File: src/rtl/reload_timer_pkg.sv
package reload_timer_pkg;

  typedef enum logic [1:0] {
    SEL_CTRL   = 2'd0,
    SEL_PERIOD = 2'd1,
    SEL_COUNT  = 2'd2,
    SEL_NONE   = 2'd3
  } regSel_e;

  // strobes from control to datapath
  typedef struct packed {
    logic preLoad;     // prescaler takes ratio
    logic preDec;      // prescaler steps down
    logic cntLoadWr;   // counter takes write data
    logic cntLoadPer;  // counter takes period
    logic cntDec;      // counter steps down
    logic perLoadWr;   // period takes write data
    logic evtSet;      // borrow happened
  } tmrStrobes_t;

endpackage

File: src/rtl/reload_timer_ctrl.sv
module reload_timer_ctrl
  import reload_timer_pkg::*;
#(
  parameter int CNT_W = 16,
  parameter int PRE_W = 4
) (
  input  logic             clk,
  input  logic             rstN,
  input  logic [1:0]       regSel,
  input  logic             wrEn,
  input  logic [CNT_W-1:0] wrData,
  input  logic             preZero,
  input  logic             cntZero,
  output logic [PRE_W-1:0] ratioQ,
  output logic [PRE_W-1:0] ratioNext,
  output logic             haltQ,
  output tmrStrobes_t      stb
);

  localparam int HALT_BIT   = 2 * PRE_W;
  localparam int RELOAD_BIT = 2 * PRE_W + 1;

  logic ctrlWr, cntWr, perWr, swReload, running, stepDue, borrow;

  always_comb begin
    ctrlWr   = wrEn && (regSel == SEL_CTRL);
    perWr    = wrEn && (regSel == SEL_PERIOD);
    cntWr    = wrEn && (regSel == SEL_COUNT);
    swReload = ctrlWr && wrData[RELOAD_BIT];
    running  = !haltQ;
    stepDue  = running && preZero;
    borrow   = stepDue && cntZero && !cntWr && !swReload;
    ratioNext = ctrlWr ? wrData[PRE_W-1:0] : ratioQ;
  end

  always_comb begin
    stb.preLoad    = swReload || stepDue;
    stb.preDec     = running && !preZero && !swReload;
    stb.cntLoadWr  = cntWr;
    stb.cntLoadPer = !cntWr && (swReload || borrow);
    stb.cntDec     = stepDue && !cntZero && !cntWr && !swReload;
    stb.perLoadWr  = perWr;
    stb.evtSet     = borrow;
  end

  always_ff @(posedge clk or negedge rstN) begin
    if (!rstN) begin
      ratioQ <= '0;
      haltQ  <= 1'b0;
    end else if (ctrlWr) begin
      ratioQ <= wrData[PRE_W-1:0];
      haltQ  <= wrData[HALT_BIT];
    end
  end

  // a stopped timer with no write asks for no motion
  a_r6_no_step_when_halted: assert property (@(posedge clk) disable iff (!rstN)
    (haltQ && !wrEn) |-> !(stb.preDec || stb.cntDec || stb.evtSet));

endmodule

File: src/rtl/reload_timer_dp.sv
module reload_timer_dp
  import reload_timer_pkg::*;
#(
  parameter int CNT_W = 16,
  parameter int PRE_W = 4
) (
  input  logic             clk,
  input  logic             rstN,
  input  tmrStrobes_t      stb,
  input  logic [PRE_W-1:0] ratioNext,
  input  logic [CNT_W-1:0] wrData,
  output logic [CNT_W-1:0] cntQ,
  output logic [CNT_W-1:0] periodQ,
  output logic [PRE_W-1:0] preQ,
  output logic             preZero,
  output logic             cntZero,
  output logic             evtQ
);

  localparam logic [CNT_W-1:0] CNT_RESET = '1;

  assign preZero = (preQ == '0);
  assign cntZero = (cntQ == '0);

  always_ff @(posedge clk or negedge rstN) begin
    if (!rstN)              periodQ <= CNT_RESET;
    else if (stb.perLoadWr) periodQ <= wrData;
  end

  always_ff @(posedge clk or negedge rstN) begin
    if (!rstN)               cntQ <= CNT_RESET;
    else if (stb.cntLoadWr)  cntQ <= wrData;
    else if (stb.cntLoadPer) cntQ <= periodQ;
    else if (stb.cntDec)     cntQ <= cntQ - 1'b1;
  end

  always_ff @(posedge clk or negedge rstN) begin
    if (!rstN)            preQ <= '0;
    else if (stb.preLoad) preQ <= ratioNext;
    else if (stb.preDec)  preQ <= preQ - 1'b1;
  end

  always_ff @(posedge clk or negedge rstN) begin
    if (!rstN) evtQ <= 1'b0;
    else       evtQ <= stb.evtSet;
  end

  // each event comes with the counter refilled from the period
  a_r3_borrow_reload: assert property (@(posedge clk) disable iff (!rstN)
    evtQ |-> (cntQ == $past(periodQ)));

  // outside loads the counter only ever moves down by one
  a_r2_single_step: assert property (@(posedge clk) disable iff (!rstN)
    ((cntQ != $past(cntQ)) && !$past(stb.cntLoadWr) && !$past(stb.cntLoadPer))
      |-> (cntQ == $past(cntQ) - 1'b1));

endmodule

File: src/rtl/reload_timer.sv
module reload_timer
  import reload_timer_pkg::*;
#(
  parameter int CNT_W = 16,
  parameter int PRE_W = 4
) (
  input  logic             clk,
  input  logic             rstN,
  input  logic [1:0]       regSel,
  input  logic             wrEn,
  input  logic [CNT_W-1:0] wrData,
  output logic [CNT_W-1:0] rdData,
  output logic             tickPulse
);

  localparam int HALT_BIT   = 2 * PRE_W;
  localparam int RELOAD_BIT = 2 * PRE_W + 1;
  localparam int PAD_W      = CNT_W - 2 * PRE_W - 2;

  tmrStrobes_t      stb;
  logic [PRE_W-1:0] ratioQ, ratioNext, preQ;
  logic [CNT_W-1:0] cntQ, periodQ;
  logic             haltQ, preZero, cntZero;

  reload_timer_ctrl #(.CNT_W(CNT_W), .PRE_W(PRE_W)) u_ctrl (
    .clk       (clk),
    .rstN      (rstN),
    .regSel    (regSel),
    .wrEn      (wrEn),
    .wrData    (wrData),
    .preZero   (preZero),
    .cntZero   (cntZero),
    .ratioQ    (ratioQ),
    .ratioNext (ratioNext),
    .haltQ     (haltQ),
    .stb       (stb)
  );

  reload_timer_dp #(.CNT_W(CNT_W), .PRE_W(PRE_W)) u_dp (
    .clk       (clk),
    .rstN      (rstN),
    .stb       (stb),
    .ratioNext (ratioNext),
    .wrData    (wrData),
    .cntQ      (cntQ),
    .periodQ   (periodQ),
    .preQ      (preQ),
    .preZero   (preZero),
    .cntZero   (cntZero),
    .evtQ      (tickPulse)
  );

  always_comb begin
    unique case (regSel)
      SEL_CTRL:   rdData = {{PAD_W{1'b0}}, 1'b0, haltQ, preQ, ratioQ};
      SEL_PERIOD: rdData = periodQ;
      SEL_COUNT:  rdData = cntQ;
      default:    rdData = '0;
    endcase
  end

  // stopped and untouched means frozen
  a_r6_frozen: assert property (@(posedge clk) disable iff (!rstN)
    (haltQ && !wrEn) |=> ($stable(cntQ) && $stable(preQ) && !tickPulse));

  // software reload fills counter and prescaler
  a_r5_sw_reload: assert property (@(posedge clk) disable iff (!rstN)
    (wrEn && regSel == SEL_CTRL && wrData[RELOAD_BIT])
      |=> (cntQ == $past(periodQ) && preQ == ratioQ));

  // after a borrow the prescaler restarts from the ratio
  a_r4_pre_on_borrow: assert property (@(posedge clk) disable iff (!rstN)
    tickPulse |-> (preQ == ratioQ));

  // a period write while stopped leaves the counter alone
  a_r8_period_write_keeps_count: assert property (@(posedge clk) disable iff (!rstN)
    (haltQ && wrEn && regSel == SEL_PERIOD) |=> $stable(cntQ));

  // reload bit never reads back set
  a_r5_reload_reads_zero: assert property (@(posedge clk) disable iff (!rstN)
    (regSel == SEL_CTRL) |-> !rdData[RELOAD_BIT]);

  // halt field reflects the last control write
  a_r6_halt_follows_write: assert property (@(posedge clk) disable iff (!rstN)
    (wrEn && regSel == SEL_CTRL) |=> (haltQ == $past(wrData[HALT_BIT])));

endmodule

File: config.mk
export PLATFORM = sky130hd
export DESIGN_NAME = reload_timer
export DESIGN_NICKNAME = d
export VERILOG_FILES = /design/src/rtl/reload_timer_pkg.sv /design/src/rtl/reload_timer_ctrl.sv /design/src/rtl/reload_timer_dp.sv /design/src/rtl/reload_timer.sv
export SDC_FILE = /design/constraint.sdc
export NUM_CORES = 1
export LEC_CHECK = 0
export BUFFER_PORTS_ARGS = -buffer_cell sky130_fd_sc_hd__buf_2
export CORE_ASPECT_RATIO = 0.5
export CORE_MARGIN = 2
export CORE_UTILIZATION = 45
export CTS_CLUSTER_DIAMETER = 30
export DETAILED_ROUTE_END_ITERATION = 10
export GPL_ROUTABILITY_DRIVEN = 0
export PLACE_DENSITY = 0.74
export SLEW_MARGIN = 20
export SYNTH_ARGS = -nofsm -noshare
export SYNTH_HDL_FRONTEND = slang
export SYNTH_SLANG_ARGS = --single-unit
export TNS_END_PERCENT = 5
File: constraint.sdc
create_clock -name clk -period 2.2 [get_ports clk]
set_input_delay 0.11 -clock clk [delete_from_list [all_inputs] [get_ports clk]]
set_output_delay 0.11 -clock clk [all_outputs]
set_load 0.005 [all_outputs]
==> flow_summary.json, run 1 <==
{
  "layout.nets": 319,
  "synth_fp_nets": 275,
  "postRouteAntennaNets": 0,
  "p_int_uw": 2350,
  "synth_warnings": 0,
  "ys.flop_type": "dfstp_2",
  "cts-root-buf": "clkbuf_16",
  "clockBufferDepth": 2,
  "hold_depth": 3,
  "cts_resized": 0,
  "drc": 0,
  "antenna_found_initial": 0,
  "finalMaxSlewViolations": 0,
  "row_count": 19,
  "rr_worst_depth": 6,
  "hold_start": "wrData[4]",
  "gr-total-overflow": 0,
  "dp_hpwl_mm": 4.55,
  "drt-initial-drc-count": 279,
  "wirelength_mm": 6.40,
  "yosys-top-cells-area": "dfstp_2 (33%), dfrtp_1 (9.8%), mux2_2 (9.2%)",
  "power.net_switching_uw": 1220,
  "netlist_top_cells_count": "dfstp_2 (32), nand2_1 (25), mux2_2 (21)",
  "synth_edf_count": 0,
  "critPathCaptureType": "register",
  "worstPathRequired_ns": 2.39,
  "p_leak_uw": 0.00128,
  "cp.arrival_ns": 2.28,
  "syn_area_per_cell_um2": 10.3,
  "grt.total_usage_pct": 21.7,
  "sequentialPowerShare_pct": 41.8,
  "wire_per_inst_um": 17.4,
  "initial_utilization_pct": 46.7,
  "drive_above_1_share_pct": 41.0,
  "grt_pass1_wl_mm": 11.1,
  "regArea_um2": 1090,
  "synth_top_area_share_pct": 32.8,
  "rsz0062_at_grt": "yes",
  "pre_cts_ws_ns": 0.136,
  "synth_cell_types": 47,
  "drt-pass1-iter-count": 4,
  "slowest_delay_ns": 0.52,
  "fin_setup_tns_ns": 0,
  "numCtsBuffers": 5,
  "status": "completed",
  "nFillCells": 467,
  "worstSetupPathType": "reg2reg",
  "die-height_um": 57.4,
  "die_area_um2": 6360,
  "crit_start": "u_dp.cntQ[11]",
  "ys_seq_elements": 42,
  "regToRegSetupSlack_ns": 0.11,
  "fp.coreArea_um2": 5490,
  "die_w_um": 111,
  "power_density_nw_per_um2": 1170,
  "synth_cells": 250,
  "crit_slowest_cell": "or4b_4",
  "path_max_fanout": 12,
  "maxCapViolCount": 0,
  "slew_headroom_pct": 38.7,
  "synth.most_common_cell": "dfstp_2",
  "viasPerCell": 5.91,
  "ios": 38,
  "cts_sinks": 42,
  "hold_path_class": "in2reg",
  "power_frac_comb_pct": 35.8,
  "post_cts_buffers": 0,
  "p_clk_share_pct": 22.4,
  "clk_latency_ns": 0.28,
  "multi_input_area_um2": 1370,
  "period_minus_slack_ns": 2.09,
  "cp-start-kind": "register",
  "cts_tree": "built",
  "syn2layout_area_growth_pct": 18.8,
  "fmax_ghz": 0.479,
  "hold_viol_final": 0,
  "tightest_slew_ns": 0.920,
  "r2r-start": "u_dp.cntQ[11]",
  "clock_skew_ns": 0.00159,
  "peakVddDrop_uv": 422,
  "sw_frac_of_total_pct": 34.2,
  "setup_slack_ns": 0.111,
  "io_buffer_count": 37,
  "path_clk_slew_ns": 0.06,
  "period_share_pct": 94.9,
  "htreeDepth": 2,
  "num_antenna_cells": 0,
  "setup_viol": 0,
  "grt_max_degree": 43,
  "yosysTopAreaCell": "dfstp_2",
  "grt_pass1_vias": 2205,
  "synth_seq_area_share_pct": 42.5,
  "vias": 2174,
  "syn_area_um2": 2570,
  "path_cells": "or3_4 -> or4b_4 -> o31ai_4 -> buf_4 -> or2_2 -> o21ai_0",
  "synthArstFlopShare_pct": 100
}
## cells in the final DEF, fill, tap and decap left out, drive strengths merged, types with 9 or more instances in the layout
cell type and n:
a21oi 10, xnor2 9, buf 53, mux2i 9, o21ai 17, nand2 25, dfstp 32, a221oi 10
and3 15, mux2 21, dfrtp 10
## path summary, 6_finish.rpt
kind,end
setup / recovery,u_dp.cntQ[12]
hold reg to reg,u_dp.cntQ[4]
hold / removal,u_dp.cntQ[4]
max in group asynchronous,u_dp.evtQ
setup reg to reg,u_dp.cntQ[12]
min in group asynchronous,u_dp.preQ[3]
## state kept, by name (all words and copies together) (netlist names)
signal / count
u_dp.evtQ: 1
u_ctrl.haltQ: 1
u_ctrl.ratioQ: 4
u_dp.periodQ: 16
u_dp.cntQ: 16
u_dp.preQ: 4
## what timing repair did
action | CTS | global route
hold endpoints to repair | 10 | 0
setup endpoints to repair | 0 | 9
hold buffers | 1 | 0
## through the flow
stage	total power (uW)	hold WS [ns]	instances	instance area (um^2)	utilization [%]
floorplan	2330	-0.186	250	2570	-
global placement	2720	0.280	359	2870	52.3
detailed placement	2770	0.298	359	2870	52.3
CTS	3580	0.0667	368	3050	55.5
global route	3850	0.0808	368	3050	55.5
finish	3580	0.0673	368	3050	55.5
## area by class of cell
class	count	area share [%]
Multi-Input combinational cell	187	44.9
Sequential cell	42	35.8
Timing Repair Buffer	54	10.3
Clock buffer	8	5.46
Tap cell	73	3.00
Inverter	4	0.493
## cells by family after synthesis
group	share of synthesized area, %
adders and majority gates	1.95
buffers and inverters	4.14
muxes	12.7
xor gates and xnor gates	4.44
DFF	42.5
AOI/OAI and AO/OA	17.6
and+or+nand+nor	16.6
## power groups by stage
stage	Combinational [uW]	Sequential [uW]	Clock [uW]
finish	1280	1500	799
global route	1450	1550	850
CTS	1280	1490	816
detailed placement	1270	1500	0
global placement	1240	1480	0
floorplan	928	1400	0
## routing by layer
metal | wire length, um | part of all wire, % | vias to the layer above | GRT usage, %
met4 | 64 | 1.0 | 0 | 7.14
met3 | 451 | 7.0 | 9 | 4.89
met2 | 2910 | 45 | 61 | 34.4
met1 | 2980 | 47 | 1080 | 29.9
met5 | 0 | 0 | - | 0
li1 | - | - | 1024 | -
## critical path: cells and delay by family (launching register included)
family / cells / cell delay (ns)
compound gates: 2 / 0.30
flops: 1 / 0.39
simple gates: 3 / 1.08
buf+inv: 1 / 0.22
(Power assumes the default switching activity.)
==> inputs of run 2 (changes only) <==
--- a/config.mk
+++ b/config.mk
@@ -12,7 +12,7 @@
 export CTS_CLUSTER_DIAMETER = 30
 export DETAILED_ROUTE_END_ITERATION = 10
 export GPL_ROUTABILITY_DRIVEN = 0
-export PLACE_DENSITY = 0.74
+export PLACE_DENSITY = 0.71
 export SLEW_MARGIN = 20
 export SYNTH_ARGS = -nofsm -noshare
 export SYNTH_HDL_FRONTEND = slang
==> flow_summary.json, run 2 (synthesized netlist as in run 1, its figures left out) <==
{
  "setup_viol": 0,
  "cts_tree": "built",
  "maxCapViolCount": 0,
  "die_w_um": 111,
  "grt_pass1_wl_mm": 10.6,
  "rsz0062_at_grt": "no",
  "dp_hpwl_mm": 4.56,
  "initial_utilization_pct": 46.7,
  "multi_input_area_um2": 1380,
  "die-height_um": 57.4,
  "cp.arrival_ns": 2.32,
  "num_antenna_cells": 0,
  "hold_path_class": "in2async",
  "postRouteAntennaNets": 0,
  "grt.total_usage_pct": 20.9,
  "period_minus_slack_ns": 2.10,
  "antenna_found_initial": 0,
  "post_cts_buffers": 0,
  "fmax_ghz": 0.476,
  "setup_slack_ns": 0.0972,
  "vias": 2136,
  "ctsHoldBuffers": 0,
  "violations": "hold timing",
  "status": "finished, violations left",
  "drc": 0,
  "drt-pass1-iter-count": 4,
  "critPathCaptureType": "register",
  "slew_headroom_pct": 36.3,
  "cp-start-kind": "register",
  "clock_skew_ns": 0.00310,
  "htreeDepth": 2,
  "worstPathRequired_ns": 2.42,
  "wire_per_inst_um": 17.6,
  "p_leak_uw": 0.00129,
  "drt-initial-drc-count": 166,
  "hold_viol_final": 4,
  "tightest_slew_ns": 0.956,
  "final_common_cell": "buf_2",
  "worstSetupPathType": "reg2reg",
  "finalMaxSlewViolations": 0,
  "wirelength_mm": 6.53,
  "die_area_um2": 6360,
  "period_share_pct": 95.6,
  "mostFrequentLayoutCells": "buf_2 (37), dfstp_2 (32), nand2_1 (25)",
  "io_buffer_count": 37,
  "path_max_fanout": 10,
  "drive_above_1_share_pct": 41.8,
  "path_clk_slew_ns": 0.06,
  "nFillCells": 475,
  "grt_pass1_vias": 2117,
  "gr-total-overflow": 0,
  "ios": 38,
  "cts_sinks": 42,
  "viasPerCell": 5.77,
  "fin_setup_tns_ns": 0,
  "peakVddDrop_uv": 467,
  "numCtsBuffers": 5,
  "row_count": 19,
  "syn2layout_area_growth_pct": 19.0,
  "postLayoutCellArea_um2": 3050,
  "place_area_um2": 2890,
  "fp.coreArea_um2": 5490,
  "layout.nets": 321,
  "cts-root-buf": "clkbuf_16",
  "clk_latency_ns": 0.28,
  "clockBufferDepth": 2,
  "regArea_um2": 1090,
  "grt_max_degree": 43,
  "power_density_nw_per_um2": 1170,
  "pre_cts_ws_ns": 0.00331,
  "largestRegisters": "u_dp.cntQ: 16 flops, u_dp.periodQ: 16 flops",
  "hold_ws_ns": -0.0311
}
==> run 2: worst paths after layout <==
check                           startpoint            to  slack (ns)  cells past startpoint
min                                   rstN  u_ctrl.haltQ       -0.03                      1
min in group clk                 wrData[4]  u_dp.cntQ[4]        0.07                      3
max reg2reg                  u_dp.cntQ[11]  u_dp.cntQ[0]         0.1                      6
max in group asynchronous             rstN  u_dp.preQ[0]        1.62                      1
max                          u_dp.cntQ[11]  u_dp.cntQ[0]         0.1                      6
min reg2reg                u_dp.periodQ[4]  u_dp.cntQ[4]        0.48                      2
==> run 2: critical path, stage by stage, from the launching register on <==
cell	delay (ns)
dfstp_2	0.40
or3_4	0.40
or4b_4	0.51
o31ai_4	0.23
buf_4	0.22
o31a_1	0.15
a22o_1	0.14
==> run 2: timing repair <==
action	CTS	global route
endpoints found under the setup margin	1	5
pin swaps	0	0
gates resized for setup	1	1
==> run 2: final cells by class <==
type / count / share of cell area [%]
flip-flops and latches: 42 / 35.7
repair buffers: 56 / 10.7
clock inverters: 1 / 0.164
multi-input cells: 187 / 45.2
inverters: 4 / 0.492
clock buffers: 7 / 4.67
well taps: 73 / 2.99
==> run 2: report_power, final <==
part | leakage, uW | total, uW | switching (uW) | internal (uW)
registers | 0.000457 | 1480 | 304 | 1180
clock network | 0.0000739 | 730 | 280 | 450
logic | 0.000754 | 1350 | 655 | 694
==> run 2: metrics by stage <==
stage	utilization (%)	power [uW]	hold WS, ns	std cells
after floorplan	-	2330	-0.186	250
after global placement	52.7	2760	0.283	362
after detailed placement	52.7	2800	0.295	362
after CTS	55.4	3550	0.00388	370
after global routing	55.6	3780	0.0400	370
final	55.6	3560	-0.0311	370
==> run 2: metal layers <==
metal	vias up	part of all wire, %	track usage (%)
li1	1035	-	-
met4	0	1.0	5.54
met5	-	0	0
met3	7	6.3	4.36
met2	63	45	33.7
met1	1031	48	29.3
